[src/rtl/score_disp_pkg.sv]
// Shared constants and types for the score display.
// Assumes two scores of DIGITS BCD digits each, which together fill the eight display positions.
package score_disp_pkg;
    localparam int DIGITS = 4;
    localparam int NPOS   = 2 * DIGITS;
    localparam int SEL_W  = $clog2(NPOS);
    localparam int CODE_W = 5;
    localparam int SEG_W  = 7;
    localparam logic [CODE_W-1:0] CODE_BLANK = 5'd16;
    localparam logic [CODE_W-1:0] CODE_DASH  = 5'd17;
    typedef logic [DIGITS-1:0][3:0] score_t;
endpackage

[src/rtl/bcd_score_counter.sv]
// BCD up-counter of NDIG digits, with a synchronous clear and saturation at all nines.
// Assumes clr has priority over inc, and that inc adds exactly one per cycle.
module bcd_score_counter #(
    parameter int NDIG = 4
) (
    input  logic                 clk,
    input  logic                 rst_n,
    input  logic                 inc,
    input  logic                 clr,
    output logic [NDIG-1:0][3:0] val
);
    logic [NDIG:0]   carry;
    logic [NDIG-1:0] is_nine;
    logic            saturated;

    // Flag the digits that hold nine; the counter is saturated when all of them do.
    always_comb begin
        for (int i = 0; i < NDIG; i++) is_nine[i] = (val[i] == 4'd9);
        saturated = &is_nine;
        carry[0]  = inc & ~saturated;
    end

    for (genvar i = 0; i < NDIG; i++) begin : g_digit
        assign carry[i+1] = carry[i] & is_nine[i];

        // Step one decade digit when a carry reaches it, wrapping 9 back to 0.
        always_ff @(posedge clk) begin
            if (!rst_n || clr)  val[i] <= 4'd0;
            else if (carry[i])  val[i] <= is_nine[i] ? 4'd0 : val[i] + 4'd1;
        end

        // each digit stays a legal decimal digit
        a_r5_bcd_digit: assert property (@(posedge clk) disable iff (!rst_n)
            1'b1 |=> (val[i] <= 4'd9));
    end

    // an increment at all nines leaves the value unchanged
    a_r7_saturate: assert property (@(posedge clk) disable iff (!rst_n)
        (saturated && inc && !clr) |=> $stable(val));

    // clear leaves the counter at zero
    a_r5_clear: assert property (@(posedge clk) disable iff (!rst_n)
        clr |=> (val == '0));
endmodule

[src/rtl/digit_scan.sv]
// Free-running refresh counter whose top bits pick the lit display position.
// Assumes NPOS equals 2**SEL_W and that the anodes are active low.
module digit_scan #(
    parameter int CNT_W = 20,
    parameter int SEL_W = 3,
    parameter int NPOS  = 8
) (
    input  logic             clk,
    input  logic             rst_n,
    output logic [SEL_W-1:0] sel,
    output logic [NPOS-1:0]  an_n
);
    logic [CNT_W-1:0] cnt;

    // Advance the refresh counter on every clock.
    always_ff @(posedge clk) begin
        if (!rst_n) cnt <= '0;
        else        cnt <= cnt + 1'b1;
    end

    // Take the active position from the counter's top bits and drive its anode low.
    always_comb begin
        sel  = cnt[CNT_W-1 -: SEL_W];
        an_n = ~(NPOS'(1) << sel);
    end

    // exactly one anode enabled
    a_r1_one_anode: assert property (@(posedge clk) disable iff (!rst_n)
        1'b1 |=> ($countones(~an_n) == 1));

    // the anode moves only when the counter's top bits move
    a_r1_anode_follows_sel: assert property (@(posedge clk) disable iff (!rst_n)
        $stable(sel) |-> $stable(an_n));
endmodule

[src/rtl/seg_decode.sv]
// Decodes a 5-bit digit code to an active-low seven-segment pattern, with segment a in bit 6.
// Codes 0-9 are decimal digits, 10-15 hex letters, 16 blank, 17 a dash; any other code shows blank.
module seg_decode
    import score_disp_pkg::*;
(
    input  logic [CODE_W-1:0] code,
    output logic [SEG_W-1:0]  seg_n
);
    // Look up the segment pattern for the code.
    always_comb begin
        case (code)
            5'd0:    seg_n = 7'b0000001;
            5'd1:    seg_n = 7'b1001111;
            5'd2:    seg_n = 7'b0010010;
            5'd3:    seg_n = 7'b0000110;
            5'd4:    seg_n = 7'b1001100;
            5'd5:    seg_n = 7'b0100100;
            5'd6:    seg_n = 7'b0100000;
            5'd7:    seg_n = 7'b0001111;
            5'd8:    seg_n = 7'b0000000;
            5'd9:    seg_n = 7'b0000100;
            5'd10:   seg_n = 7'b0001000;
            5'd11:   seg_n = 7'b1100000;
            5'd12:   seg_n = 7'b0110001;
            5'd13:   seg_n = 7'b1000010;
            5'd14:   seg_n = 7'b0110000;
            5'd15:   seg_n = 7'b0111000;
            CODE_DASH: seg_n = 7'b1111110;
            default: seg_n = 7'b1111111;
        endcase
    end
endmodule

[src/rtl/score_display.sv]
// Running score and best score shown on an eight-digit multiplexed seven-segment display.
// Assumes apple_eaten is high one cycle per apple; restart clears only the running score.
module score_display
    import score_disp_pkg::*;
#(
    parameter int CNT_W = 20
) (
    input  logic             clk,
    input  logic             rst_n,
    input  logic             apple_eaten,
    input  logic             restart,
    output logic [NPOS-1:0]  an_n,
    output logic [SEG_W-1:0] seg_n
);
    score_t cur_score;
    score_t hi_score;
    score_t shown [2];
    logic [SEL_W-1:0] sel;
    logic [NPOS-1:0][CODE_W-1:0] codes;

    bcd_score_counter #(.NDIG(DIGITS)) cur_cnt_i (
        .clk   (clk),
        .rst_n (rst_n),
        .inc   (apple_eaten),
        .clr   (restart),
        .val   (cur_score)
    );

    // Copy the running score into the best score whenever it is larger (BCD order equals numeric order).
    always_ff @(posedge clk) begin
        if (!rst_n)                  hi_score <= '0;
        else if (cur_score > hi_score) hi_score <= cur_score;
    end

    assign shown[0] = cur_score;
    assign shown[1] = hi_score;

    for (genvar s = 0; s < 2; s++) begin : g_score
        logic [DIGITS:0] zero_up;
        assign zero_up[DIGITS] = 1'b1;
        for (genvar k = 0; k < DIGITS; k++) begin : g_pos
            assign zero_up[k] = (shown[s][k] == 4'd0) & zero_up[k+1];
            if (k == 0) begin : g_ones
                assign codes[s*DIGITS+k] = {1'b0, shown[s][k]};
            end else begin : g_upper
                assign codes[s*DIGITS+k] = zero_up[k] ? CODE_BLANK : {1'b0, shown[s][k]};
            end
        end
    end

    digit_scan #(.CNT_W(CNT_W), .SEL_W(SEL_W), .NPOS(NPOS)) scan_i (
        .clk   (clk),
        .rst_n (rst_n),
        .sel   (sel),
        .an_n  (an_n)
    );

    seg_decode dec_i (
        .code  (codes[sel]),
        .seg_n (seg_n)
    );

    // the best score never decreases
    a_r6_hi_monotonic: assert property (@(posedge clk) disable iff (!rst_n)
        1'b1 |=> (hi_score >= $past(hi_score)));

    // a larger running score is captured on the next edge
    a_r6_capture: assert property (@(posedge clk) disable iff (!rst_n)
        (cur_score > hi_score) |=> (hi_score == $past(cur_score)));
endmodule

[config.mk]
export PLATFORM = sky130hd
export DESIGN_NAME = score_display
export DESIGN_NICKNAME = d
export VERILOG_FILES = /design/src/rtl/score_disp_pkg.sv /design/src/rtl/bcd_score_counter.sv /design/src/rtl/digit_scan.sv /design/src/rtl/seg_decode.sv /design/src/rtl/score_display.sv
export SDC_FILE = /design/constraint.sdc
export NUM_CORES = 1
export LEC_CHECK = 0
export ABC_CLOCK_PERIOD_IN_PS = 2900
export BUFFER_PORTS_ARGS = -buffer_cell sky130_fd_sc_hd__buf_4
export CAP_MARGIN = 10
export CELL_PAD_IN_SITES_DETAIL_PLACEMENT = 0
export CELL_PAD_IN_SITES_GLOBAL_PLACEMENT = 1
export CORE_UTILIZATION = 40
export DETAILED_ROUTE_END_ITERATION = 12
export PLACE_DENSITY = 0.73
export SYNTH_ARGS = -nofsm -noshare
export SYNTH_HDL_FRONTEND = slang
export SYNTH_HIERARCHICAL = 1
export SYNTH_SLANG_ARGS = --single-unit
[constraint.sdc]
create_clock -name clk -period 2.9 [get_ports clk]
set_input_delay 0.435 -clock clk [delete_from_list [all_inputs] [get_ports clk]]
set_output_delay 0.435 -clock clk [all_outputs]
set_load 0.1 [all_outputs]
==> out/metrics.yaml <==
timing:
  relSlewSlack: 0.655
  finClkSkew_ns: 0.00960
  finalSetupTns_ns: -0.337
  rsz0062_at_grt: "yes"
  hold_violations: 0
  setup_slack_ns: -0.159
  max_freq_ghz: 0.327
  setup_viol: 4
  finalMaxSlewViolations: 0
  min_period_over_period: 1.05
  timing.final.crit_period_ns: 3.06
  worst_slew_pin_slew_ns: 0.512
place:
  io_buffer_count: 18
  dp_hpwl_mm: 6.39
  pre_cts_ws_ns: -0.101
  gp_congestion: 0.829
  placed_cell_area_um2: 3890
min_path:
  hold_path_class: "reg -> reg"
finish:
  final_cell_area_um2: 4160
  drive_above_1_share: 0.302
  syn2layout_area_growth_pct: 21.2
  final_nets: 450
  num_antenna_cells: 0
  final_common_cell: "dfxtp_1"
  layout.cells.most_common_list: "50 x dfxtp_1, 47 x buf_4, 30 x nor2_1, 27 x a21oi_1, 23 x inv_1"
floorplanning:
  start_util: 0.415
  fp.dieH_um: 94.6
  dieArea_um2: 8950
  ios: 19
  die_x_um: 94.6
  num_rows: 33
  coreArea_um2: 8260
worst_setup_path:
  path_max_fanout: 6
  slowest_stage: "mux4_2"
  critPathTopFamily: "multiplexers"
  cp.required_ns: 2.47
  cp-start-kind: "register"
  critPathBufInv: 3
  worstPathCellList: "mux4_2, mux2_4, inv_4, ha_4, inv_2, mux4_2, or2_4, buf_12"
  critical_path_class: "reg -> out"
  crit_path_end_kind: "output port"
  arrival_ns: 2.62
  critPathMostFrequentCell: "mux4_2"
  max_stage_delay_ns: 0.51
power_and_ir_drop:
  p_per_area_nw_per_um2: 320
  vdd_drop_max_v: 0.000182
  intPower_mw: 1.01
  p_seq_frac: 0.541
  p_comb_frac: 0.091
  total_power_mw: 1.33
  power_switching_mw: 0.321
  p_sw_frac: 0.241
  p_clk_frac: 0.369
  power.leakage_nw: 1.57
drt:
  viasPerCell: 5.67
  postRouteAntennaNets: 0
  wirelength_mm: 8.61
  dr_total_vias: 2984
  drc: 0
  wl_per_cell_um: 16.4
  drtIter0Drc: 187
  dr.pass1.iters: 5
global_routing:
  grt_pass1_wl_mm: 14.2
  grt_usage: 0.207
  grt_pass1_vias: 2754
  antenna_found_initial: 0
  grt_max_degree: 18
  grt-ovfl-total: 0
clock_tree:
  htreeDepth: 2
  cts_tree: "yes"
  clk_latency_ns: 0.31
  cts_max_path_buffers: 2
  numCtsBuffers: 5
  root_buffer: "clkbuf_8"
  clock_sinks: 52
  cts-hold-fix-buffers: 0
  clkTransAtPathRegs_ns: 0.10
logic_synthesis:
  synthDistinctLibCells: 68
  synth-seq-cells: 52
  syn_area_per_cell_um2: 9.07
  synth_top_cell_area_share: 0.304
  synth_nets: 406
  yosysTopAreaCell: "dfxtp_1"
  netlist_area_um2: 3430
  syn_inst: 378
  ys_async_sr_fraction: 0
  synth_top_flop_cell: "dfxtp_1"
  yosys_warnings: 6
  synth-edff-count: 0
  ys_seq_area_frac: 0.304
  synth_area_leaders: "dfxtp_1 30%, ha_1 8.8%, mux4_2 5.9%"
run_status:
  violations: "setup timing"
  outcome: "finished with violations"
flow_run:
  drv_cap: 0
==> sequential cells by signal, summed over array words and instances, names as in the netlist <==
register,flops
scan_i/cnt,20
hi_score,12
codes,4
cur_cnt_i/val,16
==> power by group through the flow <==
stage	clock network (mW)	logic, mW	registers [mW]
2_1_floorplan	0	0.0792	0.739
3_5_place_dp	0	0.107	0.738
5_1_grt	0.532	0.131	0.721
4_1_cts	0.503	0.116	0.720
6_report	0.491	0.121	0.720
3_3_place_gp	0	0.106	0.738
==> layout make-up <==
cell class	count	area (µm²)
inverters	28	113
clock inverters	1	30.0
flip-flops and latches	52	1050
clock buffers	5	68.8
repair buffers	54	475
fillers	789	4100
well taps	105	131
multi-input cells	281	2290
==> metal layers <==
metal	track usage	share of wire	vias up
met5	0	0	-
met4	0.0543	0.015	0
met2	0.315	0.44	73
li1	-	-	1486
met1	0.307	0.51	1416
met3	0.0258	0.041	9
==> through the flow <==
stage / utilization / hold WS [ns] / cells
final: 0.503 / 0.448 / 526
after global routing: 0.503 / 0.450 / 526
after CTS: 0.496 / 0.443 / 524
after detailed placement: 0.472 / 0.439 / 517
after global placement: 0.472 / 0.430 / 517
after floorplan: - / 0.413 / 378
==> cells in the mapped netlist (all sizes together), types with 8 or more instances <==
cell type and number:
nand4 11, dfxtp 52, o21ai 16, nand3 16
mux4 9, mux2i 8, inv 27, a21oi 29
xnor2 8, buf 11, a22o 16, nor2 30
nand2 18, ha 24
==> final timing paths <==
kind / from / to / slack, ns / cells past startpoint
hold / removal: scan_i/cnt[0] / scan_i/cnt[0] / 0.45 / 1
hold reg to reg: scan_i/cnt[0] / scan_i/cnt[0] / 0.45 / 1
setup reg to reg: cur_cnt_i/val[7] / hi_score[9] / 0.43 / 7
setup / recovery: scan_i/cnt[18] / seg_n[3] / -0.16 / 8
==> logic make-up (layout without fill, tap and decap cells) <==
kind of cell	after synthesis	after routing	share of synthesized area
adder cells (fa/ha/maj)	24	24	0.0876
multiplexers	21	22	0.0956
buffers and inverters	46	88	0.0620
XOR/XNOR	14	14	0.0358
AO/OA/AOI/OAI	86	86	0.181
AND/OR/NAND/NOR	135	135	0.234
flip-flops	52	52	0.304
==> repair_timing <==
| action | CTS | global route |
|---|---|---|
| resized for setup | 27 | 10 |
| pin swaps | 2 | 1 |
| gates cloned | 0 | 1 |
| setup endpoints to repair | 7 | 7 |
| setup buffers | 1 | 1 |
Power figures use the tool's default switching activity.
